<file path="src/rtl/ifg_timer.sv">
module ifg_timer #(
  parameter int GAP_BITS    = 96,
  parameter int OPEN_BITS   = 60,
  parameter int RX_MIN_BITS = 28
) (
  input  logic clk,
  input  logic rst_n,
  input  logic bit_en,
  input  logic full_duplex,
  input  logic crs,
  input  logic tx_end,
  input  logic backoff_done,
  input  logic tx_req,
  input  logic tx_start,
  input  logic rx_dv,
  output logic tx_permit,
  output logic rx_early
);
  localparam int CW = $clog2(GAP_BITS + 1);
  localparam int RW = $clog2(RX_MIN_BITS + 1);
  localparam logic [CW-1:0] GAP_LAST = CW'(GAP_BITS - 1);
  localparam logic [CW-1:0] GAP_FULL = CW'(GAP_BITS);
  localparam logic [CW-1:0] OPEN_LIM = CW'(OPEN_BITS);
  localparam logic [RW-1:0] RX_LIM   = RW'(RX_MIN_BITS);

  typedef enum logic [1:0] {S_WAIT, S_GAP, S_READY, S_SEND} st_t;

  st_t           st;
  logic [CW-1:0] cnt;
  logic [RW-1:0] rx_cnt;
  logic          rx_dv_q;
  logic          busy;

  assign busy      = crs & ~full_duplex;
  assign tx_permit = (st == S_READY) & tx_req;

  always_ff @(posedge clk) begin
    if (!rst_n) begin
      st  <= S_WAIT;
      cnt <= '0;
    end else if (tx_end || backoff_done) begin
      st  <= S_WAIT;
      cnt <= '0;
    end else begin
      case (st)
        S_WAIT:
          if (bit_en && !busy) begin
            st  <= S_GAP;
            cnt <= CW'(1);
          end
        S_GAP:
          if (bit_en) begin
            if (busy && cnt < OPEN_LIM) begin
              st  <= S_WAIT;
              cnt <= '0;
            end else if (cnt == GAP_LAST) begin
              st  <= S_READY;
              cnt <= GAP_FULL;
            end else begin
              cnt <= cnt + CW'(1);
            end
          end
        S_READY:
          if (tx_start && tx_req) st <= S_SEND;
        default: ;
      endcase
    end
  end

  always_ff @(posedge clk) begin
    if (!rst_n) begin
      rx_cnt   <= RX_LIM;
      rx_dv_q  <= 1'b0;
      rx_early <= 1'b0;
    end else begin
      rx_dv_q  <= rx_dv;
      rx_early <= rx_dv && !rx_dv_q && (rx_cnt < RX_LIM);
      if (rx_dv)
        rx_cnt <= '0;
      else if (bit_en && rx_cnt < RX_LIM)
        rx_cnt <= rx_cnt + RW'(1);
    end
  end
endmodule

</file>
<file path="config.mk">
export PLATFORM = sky130hd
export DESIGN_NAME = ifg_timer
export DESIGN_NICKNAME = d
export VERILOG_FILES = /design/src/rtl/ifg_timer.sv
export SDC_FILE = /design/constraint.sdc
export NUM_CORES = 1
export LEC_CHECK = 0
export BUFFER_PORTS_ARGS = -buffer_cell sky130_fd_sc_hd__buf_2
export CORE_AREA = 2 2 53 55
export CTS_BUF_LIST = sky130_fd_sc_hd__clkbuf_4
export DETAILED_ROUTE_END_ITERATION = 10
export DIE_AREA = 0 0 55 57
export PLACE_DENSITY = 0.55
export SLEW_MARGIN = 10
export SYNTH_ARGS = -nofsm -noshare
export SYNTH_HDL_FRONTEND = slang
export SYNTH_SLANG_ARGS = --single-unit
</file>
<file path="constraint.sdc">
create_clock -name clk -period 2.4 [get_ports clk]
set_clock_uncertainty 0.1 [all_clocks]
set_input_delay 0.24 -clock clk [delete_from_list [all_inputs] [get_ports clk]]
set_output_delay 0.24 -clock clk [all_outputs]
set_load 0.01 [all_outputs]
</file>
# Yosys cells after proc, flatten, opt, wreduce, memory -nomap -nowiden
# Cells that the tools add are included.
[word_totals]
input_bits = 10
word_cells = 51
output_inout_bits = 2
reg_bits = 16
[op_classes]
magnitude_cmp = 2
eq_ne = 7
add_sub_neg = 2
bitwise_logic = 4
n_reduce_logical = 17
muxes = 13
[op_table]
columns = ["operator", "count"]
rows = [
  ["7-bit 2-to-1 mux", 4],
  ["7-bit case mux with 2 select lines", 1],
  ["2-bit 2-to-1 mux", 5],
  ["5-bit 2-to-1 mux", 2],
  ["7-bit by 1-bit adder with 7-bit output, second input constant", 1],
  ["7-bit equality test, second input constant", 1],
  ["7-bit by 6-bit < comparator with 1-bit output, second input constant", 1],
  ["1-bit logical AND", 6],
  ["2-bit case mux with 3 select lines", 1],
  ["5-bit by 1-bit adder with 5-bit output, second input constant", 1],
  ["5-bit < comparator, second input constant", 1],
  ["5-bit AND reduction", 1],
  ["2-bit inequality test, second input constant", 2],
  ["2-bit nonzero test", 2],
  ["2-bit OR reduction", 2],
  ["3-bit inequality test, second input constant", 1],
  ["3-bit AND reduction", 1],
  ["3-bit nonzero test", 1],
  ["1-bit AND", 2],
  ["2-bit by 1-bit equality test with 1-bit output, second input constant", 1],
  ["2-bit equality test, second input constant", 1],
  ["1-bit logical NOT", 2],
  ["2-bit logical NOT", 1],
  ["2-bit by 1-bit inequality test with 1-bit output, second input constant", 1],
  ["2 further kinds", 3],
]

# Depth between registers and ports, before layout
[logic_depth]
depth_word = 6
depth_mapped = 7
mapped_depth_nobuf = 7

# Least setup slack after synthesis
# No wires, ideal clock.
[synth_path]
kind = "reg-to-reg"
from = "reg cnt[0]"
to = "reg st[1]"
setup_slack_ns = 0.676
n_path_buf = 0
path_stages_with_launch = 7
required_ns = 2.229
setup_ns = 0.071
arrival_time_ns = 1.552
period_less_slack_ns = 1.724
path_cell_list = "dfxtp_1 > ha_1 > nand3_1 > and4bb_2 > a22oi_1 > or3b_1 > a21oi_1"
[synth_via]
elab_chain_len = 5
word_cells_on_any_way = 8
cone_classes = "order compare (1); eq/ne (2); mux (3); reduce/logical (2)"
[synth_rtl]
columns = ["item", "line", "text"]
rows = [
  ["from (decl)", "29", "logic [CW-1:0] cnt;"],
  ["from (signal assigned)", "60", "cnt <= cnt + CW'(1);"],
  ["7-bit by 6-bit < comparator with 1-bit output", "53", "if (busy && cnt < OPEN_LIM) begin"],
  ["1-bit logical AND", "53", ""],
  ["2-bit 2-to-1 mux", "53", ""],
  ["2-bit 2-to-1 mux", "52", "if (bit_en) begin"],
  ["2-bit case mux with 3 select lines", "45", "case (st)"],
  ["to (signal assigned)", "48", "st <= S_GAP;"],
  ["to (signal assigned)", "54", "st <= S_WAIT;"],
  ["to (signal assigned)", "57", "st <= S_READY;"],
  ["to (decl)", "28", "st_t st;"],
]
# Several ways; a longest one is shown, not always the timed one. The select of a mux whose other input is x is not followed.
# A chain may end at the register's enable or synchronous reset.

# Final worst setup path
# Same ends and word-level chain as after synthesis.

==> results.sh <==
export IMPL_synth_seq_cells=16
export IMPL_portBuffers=11
export IMPL_synth_enable_flop_cells=0
export IMPL_fp_coreArea_um2=2620
export IMPL_cp_slowest_stage_delay_ns=0.42
export IMPL_grt_pass1_vias=752
export IMPL_grt_busiest_layer="met2"
export IMPL_grt_pass1_wl_um=3090
export IMPL_synth_cell_types=33
export IMPL_synth_most_common_cell="dfxtp_1"
export IMPL_wirelength_um=1740
export IMPL_path_clk_slew_ns=0.10
export IMPL_required_ns=2.53
export IMPL_leakage_nw=0.386
export IMPL_die_width_um=55
export IMPL_cts_hold_buf=0
export IMPL_boundaryPins=12
export IMPL_path_cells="ha_1 -> nand3_1 -> and4bb_2 -> a22oi_1 -> or3b_1 -> a21oi_1"
export IMPL_synth_compound_area_frac=0.178
export IMPL_routedWlPerCell_um=11.8
export IMPL_grt_use_met3=0.0550
export IMPL_cp_slowest_cell="and4bb_2"
export IMPL_syn_nets=119
export IMPL_cp_num_buf_inv=0
export IMPL_gr_usage_met1=0.161
export IMPL_cts_max_level=1
export IMPL_synth_top_area_cell="dfxtp_1"
export IMPL_ant_nets=0
export IMPL_cts_tree="built"
export IMPL_slew_violations=0
export IMPL_clock_root_buffer="clkbuf_4"
export IMPL_vias=766
export IMPL_report_final_setup_viol=0
export IMPL_cp_end_kind="register"
export IMPL_met2_usage=0.213
export IMPL_cts_setup_buffers=0
export IMPL_relSlewSlack=0.761
export IMPL_cts_resized_gates=0
export IMPL_post_route_period_util=0.798
export IMPL_drt_vias_per_instance=5.18
export IMPL_synthFlopType="dfxtp_1"
export IMPL_grt_ovfl_total=0
export IMPL_seq_area_frac_synth=0.371
export IMPL_grt_use_total=0.133
export IMPL_antennaDiodeCount=0
export IMPL_path_class="register to register"
export IMPL_cts_buffers=3
export IMPL_multiInputGateArea_um2=524
export IMPL_cap_violations=0
export IMPL_hold_viol=0
export IMPL_die_h_um=57
export IMPL_synth_cells=103
export IMPL_setup_tns_final_ns=0
export IMPL_dp_hpwl_um=1310
export IMPL_synth_simple_gate_area_share=0.310
export IMPL_synth_area_mux_share=0.0116
export IMPL_outcome="finished, final reports clean"
export IMPL_die_area_um2=3140
export IMPL_fp_row_count=19
export IMPL_synth_adder_area_share=0.0870
export IMPL_tightest_slew_ns=0.357
export IMPL_synthXorXnorAreaFrac=0.0203
export IMPL_start_kind="register"
export IMPL_netlist_area_leader_share=0.371
export IMPL_post_route_min_period_ns=1.92
export IMPL_start_util=0.330
export IMPL_clock_sinks=16
export IMPL_fill_cells=290
export IMPL_max_freq_ghz=0.522
export IMPL_power_density_nw_per_um2=488
export IMPL_drive_gt1_frac=0.162
export IMPL_synth_area_leaders="dfxtp_1 (37%), ha_1 (8.7%), nor2_1 (6.5%)"
export IMPL_synth_common_cells="dfxtp_1 (16), nor2_1 (15), o21ai_0 (8), a21oi_1 (7), nand2_1 (7)"
export IMPL_finalInstanceArea_um2=980
export IMPL_cp_arrival_ns=2.05
export IMPL_clk_latency_ns=0.29
export IMPL_cts_buffer_depth=2
export IMPL_rsz0062_at_grt="false"
export IMPL_place_gp_congestion=0.843
export IMPL_grt_antenna_before_repair=0
export IMPL_synth_top_family_by_area="simple AND/OR/NAND/NOR gates"
export IMPL_drc=0
export IMPL_yosysWarnings=0
export IMPL_synth_area_um2=863
export IMPL_min_path_type="primary input to register"
export IMPL_syn_area_per_cell_um2=8.38
export IMPL_grt_max_degree=10
export IMPL_area_growth_pct=13.5
export IMPL_drt_first_pass_iters=4
export IMPL_critPathTopFamily="simple AND/OR/NAND/NOR gates"
export IMPL_ys_async_sr_fraction=0
export IMPL_num_nets_final=134
export IMPL_drt_initial_drc_count=10
export IMPL_vdd_drop_max_mv=0.321
export IMPL_post_dp_cell_area_um2=953
export IMPL_worst_path_max_fanout=7
export IMPL_ff_latch_area_um2=320
[routing by layer]
metal / routed length (um) / part of all wire / vias to the layer above
met2: 845 / 0.49 / 12
li1: - / - / 401
met3: 73 / 0.042 / 2
met1: 815 / 0.47 / 351
met5: 0 / 0 / -
met4: 8 / 0.0046 / 0
[path summary, 6_finish.rpt]
check / startpoint / end / slack, ns / cells past startpoint
setup reg to reg: cnt[0] / st[1] / 0.48 / 6
hold reg to reg: rx_cnt[1] / rx_cnt[1] / 0.38 / 2
setup / recovery: cnt[0] / st[1] / 0.48 / 6
hold / removal: rst_n / rx_cnt[2] / 0.07 / 2
[registers in the layout, summed over array words and instances, names as in the netlist]
name and flops:
cnt 7, rx_cnt 5, rx_dv_q 1, rx_early 1, st 2
[report_power, final]
group | switching (W) | internal [W]
Sequential | 0.00000532 | 0.000273
Combinational | 0.0000277 | 0.0000211
Clock | 0.0000910 | 0.0000605
Total | 0.000124 | 0.000354
[cells in the final DEF, fill, tap and decap left out, drive strengths merged]
master / Yosys / routed
a21oi: 7 / 7
a22oi: 1 / 1
a311oi: 1 / 1
a32oi: 1 / 1
a41oi: 1 / 1
and2: 2 / 2
and3: 1 / 1
and3b: 1 / 1
and4: 1 / 1
and4bb: 1 / 1
buf: 0 / 11
clkbuf: 1 / 3
clkinv: 0 / 1
dfxtp: 16 / 16
ha: 6 / 6
inv: 4 / 4
mux2i: 1 / 1
nand2: 7 / 7
nand2b: 3 / 3
nand3: 6 / 6
nand3b: 1 / 1
nand4: 1 / 1
nand4b: 1 / 1
nor2: 15 / 15
nor3: 5 / 5
nor3b: 1 / 1
o2111ai: 1 / 1
o211a: 1 / 1
o21ai: 9 / 9
o311a: 1 / 1
or2: 2 / 2
or3b: 2 / 2
xor2: 2 / 2
[cell families after synthesis]
logic type      after synthesis
buf+inv                       5
fa+ha+maj                     6
xor+xnor                      2
compound gates               23
simple gates                 50
flops                        16
mux                           1
[metrics by stage]
| stage | std cells | hold slack [ns] | setup WS [ns] | total power [W] | util |
|---|---|---|---|---|---|
| after floorplan | 103 | 0.216 | 0.676 | 0.000315 | - |
| after global placement | 144 | 0.364 | 0.581 | 0.000333 | 0.365 |
| after detailed placement | 144 | 0.373 | 0.533 | 0.000333 | 0.365 |
| after CTS | 148 | 0.0548 | 0.486 | 0.000491 | 0.375 |
| after global routing | 148 | 0.0567 | 0.345 | 0.000508 | 0.375 |
| final | 148 | 0.0698 | 0.484 | 0.000479 | 0.375 |
[cell type report]
class	count	share of cell area
clock buffers	3	0.0230
well taps	31	0.0396
multi-input cells	82	0.535
repair buffers	11	0.0562
inverters	4	0.0153
clock inverters	1	0.00383
flip-flops and latches	16	0.327
No activity file was read; power rests on OpenSTA's default activity.
